## src/rtl/modem_pkg.sv

```systemverilog
// Shared constants for the modem line unit.
// Line nibble order: [3] carrier detect, [2] ring, [1] data-set-ready, [0] clear-to-send.
package modem_pkg;
    localparam int REG_W    = 8;
    localparam int LINE_W   = 4;
    localparam int CTRL_W   = 5;

    localparam int LN_DCD   = 3;
    localparam int LN_RI    = 2;
    localparam int LN_DSR   = 1;
    localparam int LN_CTS   = 0;

    localparam int CB_DTR   = 0;
    localparam int CB_RTS   = 1;
    localparam int CB_OUT1  = 2;
    localparam int CB_OUT2  = 3;
    localparam int CB_LOOP  = 4;

    localparam logic [LINE_W-1:0] LINE_RST = 4'b1011;
    localparam logic [CTRL_W-1:0] CTRL_RST = 5'b01000;
    // Lines whose flag follows any change (ring is edge-selective)
    localparam logic [LINE_W-1:0] ANY_EDGE_MASK = 4'b1011;
endpackage

```

## src/rtl/modem_sync.sv

```systemverilog
// Multi-stage synchroniser for a bus of independent asynchronous bits.
// Assumes each bit is sampled on its own; no cross-bit coherence is promised.
// The reset value is a parameter so the output can match the register reset state.
module modem_sync #(
    parameter int                STAGES  = 2,
    parameter int                WIDTH   = 4,
    parameter logic [WIDTH-1:0]  RST_VAL = '0
) (
    input  logic             clk,
    input  logic             rst_n,
    input  logic [WIDTH-1:0] d,
    output logic [WIDTH-1:0] q
);
    generate
        if (STAGES < 2) begin : g_single
            logic [WIDTH-1:0] stg_q;
            // single capture flop when only one stage is requested
            always_ff @(posedge clk) begin
                if (!rst_n) stg_q <= RST_VAL;
                else        stg_q <= d;
            end
            assign q = stg_q;
        end else begin : g_chain
            logic [STAGES-1:0][WIDTH-1:0] stg_q;
            // shift the sampled bus through the stage chain
            always_ff @(posedge clk) begin
                if (!rst_n) stg_q <= {STAGES{RST_VAL}};
                else        stg_q <= {stg_q[STAGES-2:0], d};
            end
            assign q = stg_q[STAGES-1];
        end
    endgenerate
endmodule

```

## src/rtl/modem_ctrl_reg.sv

```systemverilog
// Control register: five stored bits driving the handshake outputs.
// Assumes the caller decodes the address; wr_en here is already qualified.
// In loopback the request-to-send and terminal-ready outputs are forced low.
module modem_ctrl_reg
    import modem_pkg::*;
(
    input  logic              clk,
    input  logic              rst_n,
    input  logic              wr_en,
    input  logic [CTRL_W-1:0] wr_bits,
    output logic [CTRL_W-1:0] ctrl_q,
    output logic              rts_o,
    output logic              dtr_o,
    output logic              out1_o,
    output logic              out2_o
);
    // hold the control bits written by software
    always_ff @(posedge clk) begin
        if (!rst_n)     ctrl_q <= CTRL_RST;
        else if (wr_en) ctrl_q <= wr_bits;
    end

    // drive outputs; loopback isolates the line handshakes
    always_comb begin
        rts_o  = ctrl_q[CB_RTS] & ~ctrl_q[CB_LOOP];
        dtr_o  = ctrl_q[CB_DTR] & ~ctrl_q[CB_LOOP];
        out1_o = ctrl_q[CB_OUT1];
        out2_o = ctrl_q[CB_OUT2];
    end

    // a write lands in the register on the next edge
    a_r2_write_stored: assert property (@(posedge clk) disable iff (!rst_n)
        wr_en |=> ctrl_q == $past(wr_bits));

    // loopback keeps the line handshakes inactive
    a_r8_loop_quiet: assert property (@(posedge clk) disable iff (!rst_n)
        ctrl_q[CB_LOOP] |-> (!rts_o && !dtr_o));
endmodule

```

## src/rtl/modem_status_reg.sv

```systemverilog
// Status register: stored line levels plus sticky change flags.
// Assumes line_in is already in the clock domain. A clear and a new change on
// the same edge resolve in favour of the change.
module modem_status_reg
    import modem_pkg::*;
(
    input  logic              clk,
    input  logic              rst_n,
    input  logic [LINE_W-1:0] line_in,
    input  logic              clr,
    output logic [LINE_W-1:0] lvl_q,
    output logic [LINE_W-1:0] dlt_q
);
    logic [LINE_W-1:0] chg;
    logic [LINE_W-1:0] set_vec;

    // classify changes: any edge for three lines, falling edge for ring
    always_comb begin
        chg             = line_in ^ lvl_q;
        set_vec         = chg & ANY_EDGE_MASK;
        set_vec[LN_RI]  = lvl_q[LN_RI] & ~line_in[LN_RI];
    end

    // track levels and accumulate flags, clearing on a status read
    always_ff @(posedge clk) begin
        if (!rst_n) begin
            lvl_q <= LINE_RST;
            dlt_q <= '0;
        end else begin
            lvl_q <= line_in;
            dlt_q <= (dlt_q & {LINE_W{~clr}}) | set_vec;
        end
    end

    // a stored level change on the edge-any lines leaves its flag set
    a_r4_change_flag: assert property (@(posedge clk) disable iff (!rst_n)
        (((lvl_q ^ $past(lvl_q)) & ANY_EDGE_MASK) != '0) |->
        ((dlt_q & (lvl_q ^ $past(lvl_q)) & ANY_EDGE_MASK) ==
         ((lvl_q ^ $past(lvl_q)) & ANY_EDGE_MASK)));

    // a rising ring never raises the ring flag
    a_r5_ring_rise: assert property (@(posedge clk) disable iff (!rst_n)
        ($rose(lvl_q[LN_RI]) && !$past(dlt_q[LN_RI])) |-> !dlt_q[LN_RI]);

    // a read with no concurrent change leaves all flags clear
    a_r6_read_clears: assert property (@(posedge clk) disable iff (!rst_n)
        ($past(clr) && $stable(lvl_q)) |-> (dlt_q == '0));
endmodule

```

## src/rtl/modem_line_unit.sv

```systemverilog
// Top of the modem line unit: register decode, loopback selection, read mux.
// Assumes a single-cycle register port; rd_data is valid in the cycle of addr.
module modem_line_unit
    import modem_pkg::*;
#(
    parameter int                 SYNC_STAGES = 2,
    parameter int                 ADDR_W      = 3,
    parameter logic [ADDR_W-1:0]  CTRL_ADDR   = 3'd4,
    parameter logic [ADDR_W-1:0]  STAT_ADDR   = 3'd6
) (
    input  logic              clk,
    input  logic              rst_n,
    input  logic [ADDR_W-1:0] addr,
    input  logic              wr_en,
    input  logic              rd_en,
    input  logic [REG_W-1:0]  wr_data,
    output logic [REG_W-1:0]  rd_data,
    input  logic              cts_i,
    input  logic              dsr_i,
    input  logic              ri_i,
    input  logic              dcd_i,
    output logic              rts_o,
    output logic              dtr_o,
    output logic              out1_o,
    output logic              out2_o,
    output logic              delta_pending
);
    localparam int PAD_W = REG_W - CTRL_W;

    logic [LINE_W-1:0] ext_raw;
    logic [LINE_W-1:0] ext_sync;
    logic [LINE_W-1:0] loop_line;
    logic [LINE_W-1:0] eff_line;
    logic [LINE_W-1:0] lvl_q;
    logic [LINE_W-1:0] dlt_q;
    logic [CTRL_W-1:0] ctrl_q;
    logic              ctrl_wr;
    logic              stat_clr;
    logic              unused_hi;

    assign ext_raw   = {dcd_i, ri_i, dsr_i, cts_i};
    assign unused_hi = ^wr_data[REG_W-1:CTRL_W];

    modem_sync #(
        .STAGES  (SYNC_STAGES),
        .WIDTH   (LINE_W),
        .RST_VAL (LINE_RST)
    ) u_sync (
        .clk   (clk),
        .rst_n (rst_n),
        .d     (ext_raw),
        .q     (ext_sync)
    );

    // decode register strobes; status writes are dropped
    always_comb begin
        ctrl_wr  = wr_en && (addr == CTRL_ADDR);
        stat_clr = rd_en && (addr == STAT_ADDR);
    end

    modem_ctrl_reg u_ctrl (
        .clk     (clk),
        .rst_n   (rst_n),
        .wr_en   (ctrl_wr),
        .wr_bits (wr_data[CTRL_W-1:0]),
        .ctrl_q  (ctrl_q),
        .rts_o   (rts_o),
        .dtr_o   (dtr_o),
        .out1_o  (out1_o),
        .out2_o  (out2_o)
    );

    // pick line source: external pins or the control cross-map
    always_comb begin
        loop_line[LN_DCD] = ctrl_q[CB_OUT2];
        loop_line[LN_RI]  = ctrl_q[CB_OUT1];
        loop_line[LN_DSR] = ctrl_q[CB_DTR];
        loop_line[LN_CTS] = ctrl_q[CB_RTS];
        eff_line = ctrl_q[CB_LOOP] ? loop_line : ext_sync;
    end

    modem_status_reg u_stat (
        .clk     (clk),
        .rst_n   (rst_n),
        .line_in (eff_line),
        .clr     (stat_clr),
        .lvl_q   (lvl_q),
        .dlt_q   (dlt_q)
    );

    // return register contents for the addressed location
    always_comb begin
        if (addr == CTRL_ADDR)      rd_data = {{PAD_W{1'b0}}, ctrl_q};
        else if (addr == STAT_ADDR) rd_data = {lvl_q, dlt_q};
        else                        rd_data = '0;
    end

    // flag any pending change for an external interrupt controller
    assign delta_pending = |dlt_q;

    // in steady loopback the stored levels follow the control cross-map
    a_r7_loop_levels: assert property (@(posedge clk) disable iff (!rst_n)
        (ctrl_q[CB_LOOP] && $past(ctrl_q[CB_LOOP]) && $stable(ctrl_q)) |->
        (lvl_q == {ctrl_q[CB_OUT2], ctrl_q[CB_OUT1], ctrl_q[CB_DTR], ctrl_q[CB_RTS]}));

    // a status-address write never alters the control register
    a_r10_stat_wr_ignored: assert property (@(posedge clk) disable iff (!rst_n)
        (wr_en && addr == STAT_ADDR) |=> $stable(ctrl_q));
endmodule

```

## config.mk

```make
export PLATFORM = sky130hd
export DESIGN_NAME = modem_line_unit
export DESIGN_NICKNAME = d
export VERILOG_FILES = /design/src/rtl/modem_pkg.sv /design/src/rtl/modem_sync.sv /design/src/rtl/modem_ctrl_reg.sv /design/src/rtl/modem_status_reg.sv /design/src/rtl/modem_line_unit.sv
export SDC_FILE = /design/constraint.sdc
export NUM_CORES = 1
export LEC_CHECK = 0
export BUFFER_PORTS_ARGS = -buffer_cell sky130_fd_sc_hd__buf_4
export CORE_MARGIN = 4
export CORE_UTILIZATION = 50
export DETAILED_ROUTE_END_ITERATION = 6
export PLACE_DENSITY = 0.86
export SETUP_SLACK_MARGIN = 0.05
export SYNTH_ARGS = -nofsm -noshare
export SYNTH_HDL_FRONTEND = slang
export SYNTH_SLANG_ARGS = --single-unit
```

## constraint.sdc

```tcl
create_clock -name clk -period 2.48 [get_ports clk]
set_clock_uncertainty 0.05 [all_clocks]
set_input_delay 0.496 -clock clk [delete_from_list [all_inputs] [get_ports clk]]
set_output_delay 0.496 -clock clk [all_outputs]
set_load 0.01 [all_outputs]
```

Word-level counts from Yosys, hierarchy flattened
Index checks and enable logic that the tools add are counted.
{"block": "totals", "regBits": 21, "output_inout_bits": 13}
{"block": "op_classes", "eq_ne": 2, "mux": 3, "n_bitwise": 9, "n_reduce_logical": 3}
{"cell": "$mux 8", "count": 2}
{"cell": "$eq 3x3->1 const B", "count": 2}
{"cell": "$and 4x4->4", "count": 1}
{"cell": "$mux 4", "count": 1}
{"cell": "$or 4x4->4", "count": 1}
{"cell": "$reduce_or 4->1", "count": 1}
{"cell": "$xor 4x4->4", "count": 1}
{"cell": "$and 1x1->1", "count": 3}
{"cell": "$not 1->1", "count": 3}
{"cell": "$logic_and 1x1->1", "count": 2}

Depth between registers and ports, before layout
{"block": "depth", "word_depth": 5, "ltp_mapped": 5}

Modules after synthesis
Synthesis repeated with hierarchy kept, for this count alone.
{"block": "unflattened", "cells_unflattened": 87, "hier_area_um2": 905.9}
{"mod": "modem_status_reg", "n_inst": 1, "cells_each": 24, "area_per_inst_um2": 276.5, "seq_area_each_um2": 160.2}
{"mod": "modem_sync", "n_inst": 1, "cells_each": 20, "area_per_inst_um2": 240.2, "seq_area_each_um2": 160.2}
{"mod": "modem_ctrl_reg", "n_inst": 1, "cells_each": 20, "area_per_inst_um2": 217.7, "seq_area_each_um2": 100.1}
{"mod": "modem_line_unit", "n_inst": 1, "cells_each": 23, "area_per_inst_um2": 171.4, "seq_area_each_um2": 0.0}

Worst setup path before layout
Ideal clock, no wire load.
{"block": "synth_path", "path_kind": "in2reg", "from": "input addr[1]", "to": "register u_ctrl.ctrl_q[3]", "setup_ns": 0.128, "arrival_time_ns": 1.271, "t_required_ns": 2.302, "path_slack_ns": 1.030, "cell_stages": 5, "n_path_buf": 2, "path_cell_list": "buf_6 nor4bb_4 buf_6 mux2i_1 nand2_1"}
{"block": "synth_between", "elab_chain_len": 2}
{"item": "from (decl)", "line": "modem_line_unit.sv:13", "rtl": "input logic [ADDR_W-1:0] addr,"}
{"item": "$eq 3x3->1", "line": "modem_line_unit.sv:57", "rtl": "ctrl_wr = wr_en && (addr == CTRL_ADDR);"}
{"item": "$logic_and 1x1->1", "line": "modem_line_unit.sv:57"}
{"item": "to (signal assigned)", "line": "modem_ctrl_reg.sv:20", "rtl": "else if (wr_en) ctrl_q <= wr_bits;"}
{"item": "to (decl)", "line": "modem_ctrl_reg.sv:11", "rtl": "output logic [CTRL_W-1:0] ctrl_q,"}
No other way between the ends.
A chain may end at the register's enable or synchronous reset.

Worst setup path after layout
{"block": "layout_path", "from": "register u_stat.dlt_q[2]", "to": "output delta_pending"}
{"block": "layout_between", "elab_chain_len": 1}
{"item": "from (decl)", "line": "modem_status_reg.sv:12", "rtl": "output logic [LINE_W-1:0] dlt_q"}
{"item": "from (signal assigned)", "line": "modem_status_reg.sv:31", "rtl": "dlt_q <= (dlt_q & {LINE_W{~clr}}) | set_vec;"}
{"item": "$reduce_or 4->1", "line": "modem_line_unit.sv:99", "rtl": "assign delta_pending = |dlt_q;"}
{"item": "to (decl)", "line": "modem_line_unit.sv:26", "rtl": "output logic delta_pending"}
No other way between the ends.

==> impl_metrics.tcl <==
set metrics [dict create \
    path_max_fanout 3 \
    die_w_um 49.2 \
    slew_headroom 0.637 \
    yosys-top-cells-area "dfxtp_1 (50%), mux2i_1 (17%), nand2b_1 (5.2%)" \
    leakagePower_uw 0.000486 \
    port_buffers 28 \
    rows 14 \
    required_ps 1930 \
    routabilityCongestion 0.758 \
    tightest_slew_ps 544 \
    ys_warn_count 0 \
    worstPathArrival_ps 1330 \
    final_cell_mix "buf_4 (28), dfxtp_1 (21), mux2i_1 (14), nor2_1 (10), nand2b_1 (7)" \
    synth_nets 98 \
    timing.fmax_ghz 0.534 \
    final_cell_count_no_fill 123 \
    ff2ff_setup_slack_ps 1200 \
    fillers 133 \
    grt_pass1_wl_mm 2.66 \
    cts_tree "done" \
    firstDrtPassIters 4 \
    grt_max_degree 18 \
    place_area_um2 1040 \
    slew_violations 0 \
    outcome "finished clean" \
    finalHoldViolCount 0 \
    synth_edf_count 0 \
    fin_setup_tns_ps 0 \
    reg2reg_to "u_stat.dlt_q[1]" \
    synth_largest_area_cell "dfxtp_1" \
    critical_path_class "reg -> out" \
    ff2ff_path_depth 3 \
    nets 127 \
    finalCritPeriodShare 0.756 \
    numCtsBuffers 3 \
    final_cell_area_um2 1070 \
    synth_area_um2 847 \
    ys_ff_latch 21 \
    synth_top_area_frac 0.496 \
    clk_latency_ps 290 \
    final_common_cell "buf_4" \
    drc 0 \
    finalCriticalPeriod_ps 1870 \
    layout_setup_ws_ps 606 \
    crit_path_end "delta_pending" \
    postRouteAntennaNets 0 \
    pre_cts_slack_ps 768 \
    clkTransAtPathRegs_ps 110 \
    grt_use_total 0.146 \
    die_h_um 49.2 \
    yosys.cell_types.count 19 \
    grt_remaining_overflow 0 \
    cts.sink_count 21 \
    core_um2 1560 \
    synth_flop_cell "dfxtp_1" \
    critPathLaunchType "register" \
    worstHoldPathType "in -> reg" \
    async_reset_ff_frac 0 \
    maxCapViolations 0 \
    die_area_um2 2420 \
    grt_pass1_vias 591 \
    startpoint "u_stat.dlt_q[2]" \
    syn_area_per_cell_um2 10.7 \
    drt-initial-drc-count 6 \
    diodes 0 \
    totalWireLength_mm 1.69 \
    hold_buffers 0 \
    ctsRootBufferMaster "clkbuf_4" \
    rsz0062_at_grt "no" \
    yosysSeqAreaShare 0.496 \
    htreeDepth 1 \
    powerDensity_nw_per_um2 563 \
    antenna_found_initial 0 \
    detail_route.vias_per_cell 5.28 \
    setup_viol 0 \
    cts_setup_buffers 0 \
    drive_above_1_share 0.318 \
    wl_per_cell_um 13.7 \
    regToRegStartpoint "u_ctrl.ctrl_q[4]" \
    areaGrowthSynthToFinish_pct 26.4 \
    clockBufferDepth 2 \
    cp-end-kind "output pin" \
    postSynthCellCount 79 \
    ios 32 \
    hold_slack_ps 326 \
    cts_resized 0 \
    dp_hpwl_mm 1.28 \
    initial_core_util 0.543 \
    dp_cells 119 \
    irDropWorstVdd_mv 0.438 \
    dr_total_vias 650 \
]
[metal layers]
layer	routed length, µm	GRT usage	up-vias
met5	0	0	-
met4	26	0.0853	0
met1	686	0.158	299
li1	-	-	320
met3	165	0.0581	2
met2	807	0.239	29
[cell families (layout without fill, tap and decap cells)]
group | Yosys count | after routing | share of synthesized area
buffers and inverters | 5 | 33 | 0.0443
XOR/XNOR | 3 | 3 | 0.0310
flip-flops | 21 | 21 | 0.496
multiplexers | 14 | 14 | 0.165
AO/OA/AOI/OAI | 5 | 5 | 0.0502
AND/OR/NAND/NOR | 31 | 31 | 0.213
[critical path, cell delays in order (launching register included)]
cell     delay [ps]
dfxtp_1         350
or4_1           520
buf_4           160
[report_power, final]
part	total [µW]	switching, µW	internal (µW)
sequential	362	9.02	353
clock	157	97.2	60.0
combinational	84.0	35.1	48.9
[cell type report]
| cell class | instances | area, µm² | share of cell area |
|---|---|---|---|
| flip-flops and latches | 21 | 420 | 0.393 |
| multi-input cells | 53 | 389 | 0.363 |
| repair buffers | 28 | 210 | 0.196 |
| clock buffers | 3 | 22.5 | 0.0210 |
| well taps | 16 | 20.0 | 0.0187 |
| clock inverters | 1 | 5.00 | 0.00467 |
| inverters | 1 | 3.75 | 0.00350 |
[through the flow]
step,util,power (µW)
CTS,0.687,605
global placement,0.669,451
floorplan,-,415
finish,0.687,603
global route,0.687,626
detailed placement,0.669,454
[worst min path at each step]
stage                                    endpoint  slack [ps]  cells after the start                    start
after floorplan                       u_sync.q[0]         340                      1  u_sync.g_chain.stg_q[0]
after global placement                u_sync.q[3]         340                      1  u_sync.g_chain.stg_q[3]
after detailed placement              u_sync.q[1]         350                      1  u_sync.g_chain.stg_q[1]
after CTS                 u_sync.g_chain.stg_q[0]         320                      2                    cts_i
after global routing      u_sync.g_chain.stg_q[3]         320                      2                    dcd_i
final                     u_sync.g_chain.stg_q[0]         330                      2                    cts_i
[sequential cells by signal (all words and copies together) (netlist names)]
| signal | cells |
|---|---|
| u_stat.lvl_q | 4 |
| u_ctrl.ctrl_q | 5 |
| u_stat.dlt_q | 4 |
| u_sync.q | 4 |
| u_sync.g_chain.stg_q | 4 |
[cell usage after synthesis, types with 2 or more instances]
cell type	n
mux2i_1	14
a22o_1	3
dfxtp_1	21
and2_1	2
and3_1	2
nor2b_1	3
nor2_1	10
nand2b_1	7
buf_6	2
nand2_1	4
xnor2_1	3
No activity file was read; power rests on OpenSTA's default activity.
